## config.mk

```make
export PLATFORM = sky130hd
export DESIGN_NAME = sri_ctrl
export DESIGN_NICKNAME = d
export VERILOG_FILES = /design/src/rtl/sri_pkg.sv /design/src/rtl/sri_sync_edge.sv /design/src/rtl/sri_frame.sv /design/src/rtl/sri_regfile.sv /design/src/rtl/sri_tx.sv /design/src/rtl/sri_ctrl.sv
export SDC_FILE = /design/constraint.sdc
export NUM_CORES = 1
export LEC_CHECK = 0
export BUFFER_PORTS_ARGS = -buffer_cell sky130_fd_sc_hd__buf_2
export CAP_MARGIN = 20
export CORE_ASPECT_RATIO = 1.4
export CORE_UTILIZATION = 50
export DETAILED_ROUTE_END_ITERATION = 6
export GPL_ROUTABILITY_DRIVEN = 0
export PLACE_DENSITY = 0.85
export SETUP_SLACK_MARGIN = 0.4
export SYNTH_ARGS = -nofsm -noshare
export SYNTH_HDL_FRONTEND = slang
export SYNTH_SLANG_ARGS = --single-unit
```

## constraint.sdc

```tcl
create_clock -name clk -period 2.16 [get_ports clk]
set_clock_uncertainty 0.1 [all_clocks]
set_input_delay 0.324 -clock clk [delete_from_list [all_inputs] [get_ports clk]]
set_output_delay 0.324 -clock clk [all_outputs]
set_load 0.02 [all_outputs]
```

## src/rtl/sri_pkg.sv

```systemverilog
// Package: shared codes and types for the serial register interface.
// Assumes a 3-bit register select field in the command byte.
package sri_pkg;
    typedef enum logic {ST_CMD, ST_DATA} frame_st_t;

    localparam logic [2:0] SEL_FHI  = 3'd2;
    localparam logic [2:0] SEL_FLO  = 3'd3;
    localparam logic [2:0] SEL_TEST = 3'd4;
    localparam logic [2:0] SEL_RES  = 3'd5;

    localparam logic [7:0] FHI_RST  = 8'h01;
    localparam logic [7:0] FLO_RST  = 8'h40;
    localparam logic [7:0] TEST_RST = 8'h00;

    localparam int FHI_LEN_BIT  = 6;
    localparam int FHI_ZERO_BIT = 4;
    localparam int CMD_RD_BIT   = 3;
    localparam int CMD_SEL_LSB  = 4;
endpackage

```

## src/rtl/sri_sync_edge.sv

```systemverilog
// Synchroniser and edge finder: brings sclk and sdi into the clk domain
// and gives one-cycle pulses on rising and falling serial clock edges.
// Assumes sclk half periods of at least STAGES+1 clk cycles.
module sri_sync_edge #(
    parameter int   STAGES    = 2,
    parameter logic SCLK_IDLE = 1'b1
) (
    input  logic clk,
    input  logic rst_n,
    input  logic sclk_i,
    input  logic sdi_i,
    output logic rise_o,
    output logic fall_o,
    output logic sdi_o
);
    localparam int TOP = STAGES - 1;

    logic [TOP:0] sclk_q;
    logic [TOP:0] sdi_q;
    logic         sclk_prev;

    // Shift both serial inputs through the synchroniser chains.
    always_ff @(posedge clk) begin
        if (!rst_n) begin
            sclk_q    <= {STAGES{SCLK_IDLE}};
            sdi_q     <= '0;
            sclk_prev <= SCLK_IDLE;
        end else begin
            sclk_q    <= {sclk_q[TOP-1:0], sclk_i};
            sdi_q     <= {sdi_q[TOP-1:0], sdi_i};
            sclk_prev <= sclk_q[TOP];
        end
    end

    assign rise_o = sclk_q[TOP] & ~sclk_prev;
    assign fall_o = ~sclk_q[TOP] & sclk_prev;
    assign sdi_o  = sdi_q[TOP];
endmodule

```

## src/rtl/sri_frame.sv

```systemverilog
// Frame tracker: collects the command byte, counts the data phase,
// flags completed words and watches for the run of ones that resyncs.
// Assumes rise_i is a single-cycle pulse with sdi_i valid alongside it.
module sri_frame
    import sri_pkg::*;
#(
    parameter int DATA_W      = 24,
    parameter int SHORT_W     = 16,
    parameter int REG_W       = 8,
    parameter int RESYNC_ONES = 32
) (
    input  logic             clk,
    input  logic             rst_n,
    input  logic             rise_i,
    input  logic             sdi_i,
    input  logic             long_word_i,
    output logic             cmd_done_o,
    output logic             word_done_o,
    output logic             resync_o,
    output logic [2:0]       sel_o,
    output logic             rd_o,
    output logic             in_read_o,
    output logic             res_open_o,
    output logic [REG_W-1:0] wdata_o
);
    localparam int CW = $clog2(DATA_W + 1);
    localparam int OW = $clog2(RESYNC_ONES);

    frame_st_t        state;
    logic [CW-1:0]    bit_cnt;
    logic [CW-1:0]    len_q;
    logic [2:0]       sel_q;
    logic             rd_q;
    logic [REG_W-1:0] rx;
    logic [OW-1:0]    ones_cnt;

    logic [REG_W-1:0] rx_next;
    logic [2:0]       new_sel;
    logic             new_rd;
    logic             hit;

    // Next shift contents and decoded fields of a byte in progress.
    always_comb begin
        rx_next = {rx[REG_W-2:0], sdi_i};
        new_sel = rx_next[CMD_SEL_LSB +: 3];
        new_rd  = rx_next[CMD_RD_BIT];
    end

    assign hit         = rise_i & sdi_i & (ones_cnt == OW'(RESYNC_ONES - 1));
    assign cmd_done_o  = rise_i & ~hit & (state == ST_CMD) &
                         (bit_cnt == CW'(REG_W - 1));
    assign word_done_o = rise_i & ~hit & (state == ST_DATA) &
                         (bit_cnt == len_q - CW'(1));
    assign resync_o    = hit;
    assign sel_o       = (state == ST_CMD) ? new_sel : sel_q;
    assign rd_o        = (state == ST_CMD) ? new_rd  : rd_q;
    assign in_read_o   = (state == ST_DATA) & rd_q;
    assign res_open_o  = in_read_o & (sel_q == SEL_RES);
    assign wdata_o     = rx_next;

    // Count consecutive ones seen on rising serial edges.
    always_ff @(posedge clk) begin
        if (!rst_n)
            ones_cnt <= '0;
        else if (rise_i)
            ones_cnt <= (sdi_i && !hit) ? ones_cnt + OW'(1) : '0;
    end

    // Shift in every sampled bit.
    always_ff @(posedge clk) begin
        if (!rst_n)
            rx <= '0;
        else if (rise_i)
            rx <= rx_next;
    end

    // Step the frame state, bit counter and latched command fields.
    always_ff @(posedge clk) begin
        if (!rst_n) begin
            state   <= ST_CMD;
            bit_cnt <= '0;
            len_q   <= CW'(REG_W);
            sel_q   <= '0;
            rd_q    <= 1'b0;
        end else if (hit) begin
            state   <= ST_CMD;
            bit_cnt <= '0;
        end else if (cmd_done_o) begin
            state   <= ST_DATA;
            bit_cnt <= '0;
            sel_q   <= new_sel;
            rd_q    <= new_rd;
            if (new_sel == SEL_RES)
                len_q <= long_word_i ? CW'(DATA_W) : CW'(SHORT_W);
            else
                len_q <= CW'(REG_W);
        end else if (word_done_o) begin
            state   <= ST_CMD;
            bit_cnt <= '0;
        end else if (rise_i) begin
            bit_cnt <= bit_cnt + CW'(1);
        end
    end


    resync_to_cmd_chk: assert property (@(posedge clk) disable iff (!rst_n)
        hit |=> (state == ST_CMD) && (bit_cnt == '0));


    cmd_opens_data_chk: assert property (@(posedge clk) disable iff (!rst_n)
        cmd_done_o |=> (state == ST_DATA) && (sel_q == $past(new_sel)));
endmodule

```

## src/rtl/sri_regfile.sv

```systemverilog
// Register file: the filter and test registers, the result register with
// its ready flag, and the left-aligned read value for the selected code.
// Assumes wr_i and rd_done_i are single-cycle strobes from the frame tracker.
module sri_regfile
    import sri_pkg::*;
#(
    parameter int DATA_W = 24,
    parameter int REG_W  = 8
) (
    input  logic              clk,
    input  logic              rst_n,
    input  logic              wr_i,
    input  logic [2:0]        sel_i,
    input  logic [REG_W-1:0]  wdata_i,
    input  logic              conv_load_i,
    input  logic [DATA_W-1:0] conv_data_i,
    input  logic              res_busy_i,
    input  logic              rd_done_i,
    output logic [REG_W-1:0]  fhi_o,
    output logic [REG_W-1:0]  flo_o,
    output logic [REG_W-1:0]  test_o,
    output logic              drdy_n_o,
    output logic [DATA_W-1:0] rd_word_o
);
    localparam int PAD_W = DATA_W - REG_W;
    localparam logic [REG_W-1:0] ZERO_MASK = ~(REG_W'(1) << FHI_ZERO_BIT);

    logic [DATA_W-1:0] res_q;

    // Update the configuration registers on a completed write.
    always_ff @(posedge clk) begin
        if (!rst_n) begin
            fhi_o  <= FHI_RST;
            flo_o  <= FLO_RST;
            test_o <= TEST_RST;
        end else if (wr_i) begin
            case (sel_i)
                SEL_FHI:  fhi_o  <= wdata_i & ZERO_MASK;
                SEL_FLO:  flo_o  <= wdata_i;
                SEL_TEST: test_o <= wdata_i;
                default:  ;
            endcase
        end
    end

    // Capture results and drive the ready flag.
    always_ff @(posedge clk) begin
        if (!rst_n) begin
            res_q    <= '0;
            drdy_n_o <= 1'b1;
        end else if (rd_done_i) begin
            drdy_n_o <= 1'b1;
        end else if (conv_load_i && !res_busy_i) begin
            res_q    <= conv_data_i;
            drdy_n_o <= 1'b0;
        end
    end

    // Left-aligned read value for the addressed register.
    always_comb begin
        case (sel_i)
            SEL_FHI:  rd_word_o = {fhi_o,  {PAD_W{1'b0}}};
            SEL_FLO:  rd_word_o = {flo_o,  {PAD_W{1'b0}}};
            SEL_TEST: rd_word_o = {test_o, {PAD_W{1'b0}}};
            SEL_RES:  rd_word_o = res_q;
            default:  rd_word_o = '0;
        endcase
    end


    drdy_release_chk: assert property (@(posedge clk) disable iff (!rst_n)
        $rose(drdy_n_o) |-> $past(rd_done_i));


    drdy_set_chk: assert property (@(posedge clk) disable iff (!rst_n)
        $fell(drdy_n_o) |-> $past(conv_load_i));


    zero_bit_chk: assert property (@(posedge clk) disable iff (!rst_n)
        (wr_i && sel_i == SEL_FHI) |=> !fhi_o[FHI_ZERO_BIT]);
endmodule

```

## src/rtl/sri_tx.sv

```systemverilog
// Transmit shifter: loads the read value when a read command completes,
// steps it on each rising serial edge and launches bits on falling edges.
// Assumes the load value is left-aligned to the MSB.
module sri_tx #(
    parameter int DATA_W = 24
) (
    input  logic              clk,
    input  logic              rst_n,
    input  logic              rise_i,
    input  logic              fall_i,
    input  logic              load_i,
    input  logic [DATA_W-1:0] load_val_i,
    input  logic              active_i,
    output logic              sdo_o
);
    logic [DATA_W-1:0] tx;

    // Load or shift the outgoing word.
    always_ff @(posedge clk) begin
        if (!rst_n)
            tx <= '0;
        else if (load_i)
            tx <= load_val_i;
        else if (rise_i && active_i)
            tx <= {tx[DATA_W-2:0], 1'b0};
    end

    // Launch the current MSB after each falling serial edge.
    always_ff @(posedge clk) begin
        if (!rst_n)
            sdo_o <= 1'b0;
        else if (fall_i)
            sdo_o <= active_i ? tx[DATA_W-1] : 1'b0;
    end


    sdo_on_fall_chk: assert property (@(posedge clk) disable iff (!rst_n)
        !fall_i |=> $stable(sdo_o));
endmodule

```

## src/rtl/sri_ctrl.sv

```systemverilog
// Top level: serial slave giving a host access to the filter, test and
// result registers. Assumes sclk idles high and is much slower than clk.
module sri_ctrl
    import sri_pkg::*;
#(
    parameter int DATA_W      = 24,
    parameter int SHORT_W     = 16,
    parameter int REG_W       = 8,
    parameter int RESYNC_ONES = 32,
    parameter int SYNC_STAGES = 2
) (
    input  logic              clk,
    input  logic              rst_n,
    input  logic              sclk,
    input  logic              sdi,
    output logic              sdo,
    input  logic              conv_load,
    input  logic [DATA_W-1:0] conv_data,
    output logic              drdy_n,
    output logic [REG_W-1:0]  filt_hi,
    output logic [REG_W-1:0]  filt_lo,
    output logic [REG_W-1:0]  test_reg
);
    logic             rise, fall, sdi_s;
    logic             cmd_done, word_done, resync;
    logic [2:0]       sel;
    logic             rd, in_read, res_open;
    logic [REG_W-1:0] wdata;
    logic [DATA_W-1:0] rd_word;
    logic             wr_stb, rd_done, res_busy, tx_load;

    assign wr_stb   = word_done & ~rd;
    assign rd_done  = word_done & rd & (sel == SEL_RES);
    assign res_busy = res_open | (cmd_done & rd & (sel == SEL_RES));
    assign tx_load  = cmd_done & rd;

    sri_sync_edge #(.STAGES(SYNC_STAGES), .SCLK_IDLE(1'b1)) u_sync (
        .clk(clk), .rst_n(rst_n), .sclk_i(sclk), .sdi_i(sdi),
        .rise_o(rise), .fall_o(fall), .sdi_o(sdi_s)
    );

    sri_frame #(.DATA_W(DATA_W), .SHORT_W(SHORT_W), .REG_W(REG_W),
                .RESYNC_ONES(RESYNC_ONES)) u_frame (
        .clk(clk), .rst_n(rst_n), .rise_i(rise), .sdi_i(sdi_s),
        .long_word_i(filt_hi[FHI_LEN_BIT]),
        .cmd_done_o(cmd_done), .word_done_o(word_done), .resync_o(resync),
        .sel_o(sel), .rd_o(rd), .in_read_o(in_read),
        .res_open_o(res_open), .wdata_o(wdata)
    );

    sri_regfile #(.DATA_W(DATA_W), .REG_W(REG_W)) u_regs (
        .clk(clk), .rst_n(rst_n), .wr_i(wr_stb), .sel_i(sel),
        .wdata_i(wdata), .conv_load_i(conv_load), .conv_data_i(conv_data),
        .res_busy_i(res_busy), .rd_done_i(rd_done),
        .fhi_o(filt_hi), .flo_o(filt_lo), .test_o(test_reg),
        .drdy_n_o(drdy_n), .rd_word_o(rd_word)
    );

    sri_tx #(.DATA_W(DATA_W)) u_tx (
        .clk(clk), .rst_n(rst_n), .rise_i(rise), .fall_i(fall),
        .load_i(tx_load), .load_val_i(rd_word), .active_i(in_read),
        .sdo_o(sdo)
    );


    resync_no_write_chk: assert property (@(posedge clk) disable iff (!rst_n)
        resync |-> !word_done && !cmd_done);
endmodule

```

==> results of run 1 <==
-- flip-flops by register name (all words and copies together) (netlist names) --
name,count
u_regs.res_q,24
u_tx.tx,24
u_regs.flo_o,8
u_regs.test_o,8
u_frame.rx,7
u_regs.fhi_o,7
u_frame.bit_cnt,5
u_frame.ones_cnt,5
u_frame.sel_q,3
u_frame.len_q,2
u_sync.sclk_q,2
u_sync.sdi_q,2
u_frame.rd_q,1
u_frame.state,1
u_regs.drdy_n_o,1
u_sync.sclk_prev,1
u_tx.sdo_o,1
-- path summary, 6_finish.rpt --
path                             endpoint  slack [ns]  cells after the start
min reg2reg   u_sync.sclk_q[1]$_SDFF_PN1_        0.32                      1
min           u_sync.sclk_q[0]$_SDFF_PN1_        0.05                      2
max reg2reg  u_regs.flo_o[2]$_SDFFE_PN0P_        0.17                     10
max          u_regs.flo_o[2]$_SDFFE_PN0P_        0.17                     10
-- routing by layer --
metal  track usage [%]  vias up  part of all wire, %
met5                 0        -                    0
met4              16.2        0                  6.6
met3              4.17       80                  6.4
met2              48.5      266                   50
met1              31.1     2149                   37
li1                  -     1938                    -
-- layout make-up --
type / count / area (µm²) / area share (%)
clock buffer: 9 / 225 / 3.55
tap: 107 / 134 / 2.11
inverter: 2 / 7.51 / 0.118
clock inverter: 7 / 86.3 / 1.36
sequential: 102 / 2050 / 32.3
multi-input combinational: 356 / 2830 / 44.5
timing repair buffer: 116 / 1020 / 16.0
-- cell usage after synthesis (all sizes together), types with 3 or more instances --
cell	n	share of area, %
nor2b	26	3.5
o21ai	47	5.1
o22ai	6	0.81
mux2i	45	10
nand3	31	3.3
mux2	3	0.81
nand2b	5	0.67
dfxtp	102	44
nor3	4	0.54
xnor2	3	0.56
nand2	69	5.6
nand3b	6	0.97
clkbuf	22	1.8
ha	3	0.81
nand4	6	1.4
a21oi	23	3.4
xor2	3	0.56
and2	8	1.1
nor2	6	0.48
buf	19	3.4
a22oi	18	4.3
o211a	6	1.3
and3	3	0.40
a21boi	14	2.3
-- logic make-up (layout without fill, tap and decap cells) --
family                     count (synthesis)  count (layout)  synth area share, %
DFF                                      102             102                 43.9
buffers and inverters                     43             134                 5.30
and+or+nand+nor                          172             173                 19.5
muxes                                     48              48                 10.8
adders and majority gates                  3               3                0.807
other                                      1               1               0.0806
xor gates and xnor gates                   6               6                 1.13
AOI/OAI and AO/OA                        122             125                 18.4
-- timing repair --
item | in CTS | in global routing
setup endpoints to repair | 86 | 86
gates cloned | 5 | 6
setup buffers | 20 | 8
gates resized for setup | 44 | 94
pin swaps | 25 | 52
hold buffers | 0 | 0
-- power by group --
| part | internal (W) | switching [W] |
|---|---|---|
| sequential | 0.00191 | 0.0000274 |
| combinational | 0.000107 | 0.000134 |
| clock | 0.000929 | 0.000814 |
| total | 0.00295 | 0.000975 |
-- stage by stage --
step           TNS, ns  setup WS (ns)
3_3_place_gp    -0.825        -0.0593
5_1_grt              0         0.0864
2_1_floorplan        0          0.209
6_report             0          0.172
3_5_place_dp     -3.67         -0.186
4_1_cts              0          0.198
-- worst max-delay path: stages, from the launching register on --
cell and delay [ns]:
dfxtp_2 0.34, ha_4 0.16, and3_4 0.15, ha_4 0.16
nand2_4 0.07, buf_6 0.10, and2_4 0.15, buf_6 0.13
nand4_4 0.21, mux2i_1 0.24, nor2b_1 0.06
==> flow_summary.json, run 1 <==
{
  "rsz0062_at_grt": "true",
  "cts_made_buffers": 9,
  "ys_ff_latch": 102,
  "synth-main-ff-cell": "dfxtp_1",
  "clk_latency_ns": 0.35,
  "routedWlPerCell_um": 22.3,
  "finalSetupViolations": 0,
  "synth_cell_types": 57,
  "startpoint": "u_frame.ones_cnt[0]$_SDFFE_PN0N_",
  "slew_violations": 0,
  "arrival_ns": 2.13,
  "syn_area_per_cell_um2": 9.37,
  "clockBufferDepth": 2,
  "fin_crit_sh_pct": 92.0,
  "core-area_mm2": 0.00903,
  "syn_nets": 529,
  "wl_mm": 15.6,
  "final_cell_mix": "97 x dfxtp_1, 64 x nand2_1, 53 x buf_2",
  "grt_pass1_wl_mm": 20.6,
  "hp-start": "sclk",
  "antenna_found_initial": 0,
  "port_buffers": 53,
  "p_total_w": 0.00392,
  "end_kind": "register",
  "cts_root_buf": "clkbuf_16",
  "die_h_um": 116,
  "diodes": 0,
  "holdWs_ns": 0.0550,
  "rows": 41,
  "grt_max_degree": 47,
  "vias_per_cell": 6.34,
  "fin_crit_ns": 1.99,
  "ir_worst_vdd_v": 0.000635,
  "relSlewSlack_pct": 53.1,
  "start_util_pct": 51.6,
  "dr.pass1.iters": 5,
  "power_density_mw_per_mm2": 618,
  "synthCells": 497,
  "netlist_area_mm2": 0.00465,
  "outcome": "complete, no violations",
  "layout-drive-gt1-share_pct": 40.4,
  "maxCapViolCount": 0,
  "final_nets": 619,
  "clock.fmax_mhz": 503,
  "vias": 4433,
  "drtIter0Drc": 355,
  "areaGrowthSynthToFinish_pct": 36.4,
  "dp.cells": 644,
  "yosysWarnings": 0,
  "fp.dieW_um": 83.5,
  "cts_tree": "yes",
  "ios": 55,
  "dpl_cell_area_mm2": 0.00513,
  "htree_levels": 3,
  "power_leakage_nw": 2.68,
  "worstMarginPinSlew_ns": 0.703,
  "cts_num_sinks": 102,
  "hold_viol": 0,
  "stdcell_count": 699,
  "grt_pass1_vias": 4132,
  "utilization_pct": 70.3,
  "critPathMaxFanout": 8,
  "path_clk_slew_ns": 0.07,
  "synth_async_sr_flop_share_pct": 0,
  "final_cell_area_mm2": 0.00635,
  "fill_cells": 587,
  "grt_usage_pct": 27.2,
  "cp.required_ns": 2.30,
  "path_class": "reg2reg",
  "drc_errors": 0,
  "r2r-start": "u_frame.ones_cnt[0]$_SDFFE_PN0N_",
  "final_common_cell": "dfxtp_1",
  "ant_nets": 0,
  "overflow": 0,
  "die_area_mm2": 0.00970,
  "seq_area_frac_synth_pct": 43.9,
  "dpl.hpwl_mm": 7.64,
  "min_path_type": "in2reg",
  "synth_edf_count": 0,
  "critical_path.startpoint_type": "register"
}
Note: power is estimated with default switching activity, not from simulation.
==> run 2: changes to the inputs <==
- CORE_ASPECT_RATIO: 1.4 -> 0.75
==> run 2 against run 1 <==
Setup slack worse by 0.060 ns. Register-to-register slack worse by 0.06 ns. Via count up 0.92%. Global-route usage up 0.75 points. Final cell count up 2.4%. Flip-flop and latch count unchanged. Sequential power about the same. Combinational power down 17%. Die area about the same.
==> flow_summary.json, run 2 (same netlist as run 1, synthesis figures left out) <==
{
  "diodes": 0,
  "start_util_pct": 51.5,
  "drtIter0Drc": 428,
  "grt_pass1_vias": 4148,
  "dr.pass1.iters": 5,
  "end_kind": "register",
  "cts_root_buf": "clkbuf_16",
  "reg2reg_depth": 7,
  "cts_tree": "yes",
  "final_nets": 615,
  "critPathMaxFanout": 13,
  "routedWlPerCell_um": 21.4,
  "critPathMaxStageDelay_ns": 0.41,
  "final_cell_mix": "94 x dfxtp_1, 62 x nand2_1, 53 x buf_2",
  "regArea_mm2": 0.00206,
  "path_class": "reg2reg",
  "ir_worst_vdd_v": 0.000386,
  "cp.required_ns": 2.31,
  "r2r-start": "u_frame.state$_SDFFE_PP0P_",
  "hold_viol": 0,
  "reg_top3": "u_regs.res_q x24, u_tx.tx x24",
  "startpoint": "u_frame.state$_SDFFE_PP0P_",
  "utilization_pct": 68.4,
  "fin_crit_ns": 2.05,
  "finalWorstSetupSlack_ns": 0.112,
  "dpl.hpwl_mm": 7.58,
  "overflow": 0,
  "fin_crit_sh_pct": 94.8,
  "maxCapViolCount": 0,
  "grt_max_degree": 41,
  "core-area_mm2": 0.00905,
  "vias_per_cell": 6.25,
  "cts_made_buffers": 9,
  "path_clk_slew_ns": 0.08,
  "grt_usage_pct": 27.9,
  "vias": 4474,
  "wl_mm": 15.3,
  "outcome": "complete, no violations",
  "htree_levels": 3,
  "rrSetupSlack_ns": 0.11,
  "hp-start": "sdi",
  "critical_path.startpoint_type": "register",
  "stdcell_count": 716,
  "relSlewSlack_pct": 60.9,
  "whs_endpoint": "u_sync.sdi_q[0]$_SDFF_PN0_",
  "dp.cells": 662,
  "rsz0062_at_grt": "true",
  "min_path_type": "in2reg",
  "fill_cells": 569,
  "finalSetupViolations": 0,
  "clock.fmax_mhz": 488,
  "hold_buffers": 0,
  "die_area_mm2": 0.00970,
  "areaGrowthSynthToFinish_pct": 32.8,
  "final_common_cell": "dfxtp_1",
  "power_leakage_nw": 2.54,
  "power_density_mw_per_mm2": 611,
  "fp.dieW_um": 113,
  "multi_input_area_mm2": 0.00278,
  "grt_pass1_wl_mm": 20.9,
  "clk_latency_ns": 0.35,
  "antenna_found_initial": 0,
  "clockBufferDepth": 2,
  "regToRegEndpoint": "u_regs.res_q[5]$_SDFFE_PN0P_",
  "holdPathStages": 2,
  "pre_cts_ws_ns": -0.229,
  "slew_violations": 0,
  "drc_errors": 0,
  "path_cells": "buf_6 > nand3b_1 > a22oi_4 > buf_4 > a21oi_4 > buf_12 > o21ai_0",
  "ios": 55,
  "arrival_ns": 2.20,
  "rows": 30,
  "cts_num_sinks": 102,
  "layout-drive-gt1-share_pct": 39.1,
  "port_buffers": 53,
  "worstMarginPinSlew_ns": 0.587,
  "holdWs_ns": 0.0814,
  "die_h_um": 85.6,
  "ant_nets": 0,
  "cpMaxStageDelayCell": "dfxtp_4",
  "p_total_w": 0.00378
}
## run 2: per-stage QoR
stage | TNS [ns] | area (µm²)
global route | 0 | 6180
finish | 0 | 6180
CTS | 0 | 5880
floorplan | 0 | 4760
global placement | -2.08 | 5120
detailed placement | -4.05 | 5120
## run 2: routing by layer
metal  share of wire [%]  global-route usage (%)  up-vias
met5                   0                       0        -
li1                    -                       -     1927
met3                 7.7                    5.80       84
met2                  48                    46.6      286
met4                 5.0                    15.4        0
met1                  39                    34.1     2177
## run 2: worst max-delay path: cells and delay by family, from the launching register on
family / cells / cell delay [ns]
AO/OA/AOI/OAI: 3 / 0.67
AND/OR/NAND/NOR: 1 / 0.28
buffers and inverters: 3 / 0.50
flip-flops: 1 / 0.41
## run 2: what timing repair did
item | 4_1_cts | 5_1_grt
buffers inserted | 24 | 9
endpoints found under the setup margin | 86 | 86
gates cloned | 4 | 1
resized for setup | 62 | 58
pin swaps | 31 | 40
## run 2: area by class of cell
cell class	instances	share of cell area (%)
repair buffers	112	14.2
well taps	128	2.59
clock inverters	5	0.749
inverters	2	0.121
multi-input cells	356	44.9
flip-flops and latches	102	33.3
clock buffers	11	4.09
## run 2: worst max path at each step
stage | to | slack, ns
final | u_regs.res_q[5]$_SDFFE_PN0P_ | 0.11
after global routing | u_regs.flo_o[4]$_SDFFE_PN0P_ | 0.11
after CTS | u_tx.tx[5]$_SDFFE_PN0P_ | 0.28
after detailed placement | u_regs.res_q[11]$_SDFFE_PN0P_ | -0.23
after global placement | u_regs.res_q[17]$_SDFFE_PN0P_ | -0.12
after floorplan | u_tx.tx[10]$_SDFFE_PN0P_ | 0.21
## run 2: where the power goes
part / internal (W) / switching (W) / total [W]
clock network: 0.000869 / 0.000775 / 0.00164
logic: 0.0000834 / 0.000116 / 0.000199
registers: 0.00191 / 0.0000260 / 0.00194
==> run 3: changes to the inputs <==
- BUFFER_PORTS_ARGS: -buffer_cell sky130_fd_sc_hd__buf_2 -> unset
- DONT_BUFFER_PORTS: unset -> 1
- PLACE_DENSITY: 0.85 -> 0.8
==> run 3 against run 2 <==
The flow now finishes with violations (negative hold slack). Flip-flop and latch count stayed put. Power decreased by 4.3%. Critical path depth is 3 higher. First-iteration DRC count rose by 17%.
==> flow_summary.json, run 3 (same netlist as run 1, synthesis figures left out) <==
{
  "htree_levels": 3,
  "wl_mm": 14.5,
  "power_leakage_nw": 2.34,
  "path_clk_slew_ns": 0.07,
  "cts_num_sinks": 102,
  "areaGrowthSynthToFinish_pct": 29.1,
  "final_nets": 566,
  "rows": 30,
  "grt_max_degree": 111,
  "ios": 55,
  "die_h_um": 85.6,
  "dr.pass1.iters": 5,
  "routedWlPerCell_um": 21.7,
  "core-area_mm2": 0.00905,
  "fin_crit_sh_pct": 91.9,
  "clock.fmax_mhz": 504,
  "startpoint": "u_frame.ones_cnt[0]$_SDFFE_PN0N_",
  "critPathMaxFanout": 11,
  "clockBufferDepth": 2,
  "critical_path.startpoint_type": "register",
  "grt_pass1_vias": 3830,
  "port_buffers": 0,
  "ir_worst_vdd_v": 0.000566,
  "vias_per_cell": 6.36,
  "clk_latency_ns": 0.36,
  "rrSetupSlack_ns": 0.17,
  "reg_top3": "u_regs.res_q x24, u_tx.tx x24",
  "drtIter0Drc": 500,
  "utilization_pct": 66.4,
  "r2r-start": "u_frame.ones_cnt[0]$_SDFFE_PN0N_",
  "holdPathStages": 2,
  "vias": 4241,
  "hold_viol": 11,
  "drc_errors": 0,
  "end_kind": "register",
  "die_area_mm2": 0.00970,
  "overflow": 0,
  "relSlewSlack_pct": 59.6,
  "outcome": "finished with violations",
  "layout-drive-gt1-share_pct": 33.0,
  "reg2reg_depth": 10,
  "finalSetupViolations": 0,
  "rsz0062_at_grt": "true",
  "grt_pass1_wl_mm": 19.8,
  "dpl.hpwl_mm": 7.16,
  "fin_tns_setup_ns": 0,
  "fin_crit_ns": 1.99,
  "cts_root_buf": "clkbuf_16",
  "final_cell_mix": "94 x dfxtp_1, 65 x nand2_1, 38 x mux2i_1",
  "grt_usage_pct": 26.7,
  "holdWs_ns": -0.0164,
  "antenna_found_initial": 0,
  "fp.dieW_um": 113,
  "arrival_ns": 2.16,
  "diodes": 0,
  "cp-endpoint": "u_regs.res_q[13]$_SDFFE_PN0P_",
  "start_util_pct": 51.5,
  "final_common_cell": "dfxtp_1",
  "worstMarginPinSlew_ns": 0.606,
  "cts_tree": "yes",
  "cts_made_buffers": 9,
  "min_path_type": "in2reg",
  "ant_nets": 0,
  "violations": "negative hold slack",
  "slew_violations": 0,
  "cp.required_ns": 2.33,
  "path_class": "reg2reg",
  "power_density_mw_per_mm2": 601,
  "regToRegEndpoint": "u_regs.res_q[13]$_SDFFE_PN0P_",
  "maxCapViolCount": 0
}
-- run 3: cell types whose count changed in the layout (fill, tap and decap cells not counted), sizes merged --
cell / delta
dlygate4sd3: +3
clkinvlp: +2
inv: -2
buf: -52
-- run 3: metrics by stage --
stage / instances / power [W] / setup WS [ns] / instance area, µm²
final: 667 / 0.00362 / 0.174 / 6010
after global routing: 667 / 0.00368 / 0.116 / 6010
after CTS: 657 / 0.00357 / 0.245 / 5680
after detailed placement: 608 / 0.00205 / -0.346 / 4860
after global placement: 608 / 0.00205 / -0.122 / 4860
after floorplan: 497 / 0.00206 / 0.209 / 4760
-- run 3: what timing repair did --
| action | 4_1_cts | 5_1_grt |
|---|---|---|
| pin swaps | 44 | 38 |
| endpoints found under the hold margin | 8 | 0 |
| gates cloned | 4 | 1 |
| buffers inserted | 26 | 9 |
| hold buffers | 3 | 0 |
| endpoints found under the setup margin | 85 | 87 |
| gates resized for setup | 63 | 62 |
-- run 3: worst min path at each step --
stage | startpoint | endpoint | slack (ns)
floorplan | u_sync.sclk_q[0]$_SDFF_PN1_ | u_sync.sclk_q[1]$_SDFF_PN1_ | 0.29
global placement | u_sync.sclk_q[0]$_SDFF_PN1_ | u_sync.sclk_q[1]$_SDFF_PN1_ | 0.29
detailed placement | u_sync.sclk_q[0]$_SDFF_PN1_ | u_sync.sclk_q[1]$_SDFF_PN1_ | 0.30
CTS | conv_data[0] | u_regs.res_q[0]$_SDFFE_PN0P_ | 0.001
global route | conv_data[22] | u_regs.res_q[22]$_SDFFE_PN0P_ | -0.007
finish | conv_data[16] | u_regs.res_q[16]$_SDFFE_PN0P_ | -0.02
-- run 3: worst max-delay path: stages, from the launching register on --
cell	delay, ns
dfxtp_2	0.36
ha_4	0.13
and3_4	0.18
ha_4	0.14
nand2_4	0.07
and3_4	0.20
buf_4	0.15
a21oi_4	0.18
buf_12	0.16
nand3_1	0.11
o21ai_0	0.12
-- run 3: routing by layer --
metal  up-vias  track usage, %  wire, µm
met5         -               0         0
met4         0            12.6       650
met3        73            8.13      1500
met2       284            43.2      6760
met1      2045            32.8      5580
li1       1839               -         -
-- run 3: cell type report --
type | instances | area, µm²
clock inverter | 5 | 41.3
clock buffer | 11 | 233
fill | 616 | 3040
multi-input combinational | 356 | 2830
sequential | 102 | 2060
inverter | 2 | 7.51
timing repair buffer | 63 | 682
tap | 128 | 160
-- run 3: where the power goes --
| group | switching, W | internal (W) | total, W |
|---|---|---|---|
| combinational | 0.0000731 | 0.0000695 | 0.000143 |
| clock | 0.000744 | 0.000792 | 0.00154 |
| sequential | 0.0000272 | 0.00191 | 0.00194 |
| total | 0.000844 | 0.00277 | 0.00362 |
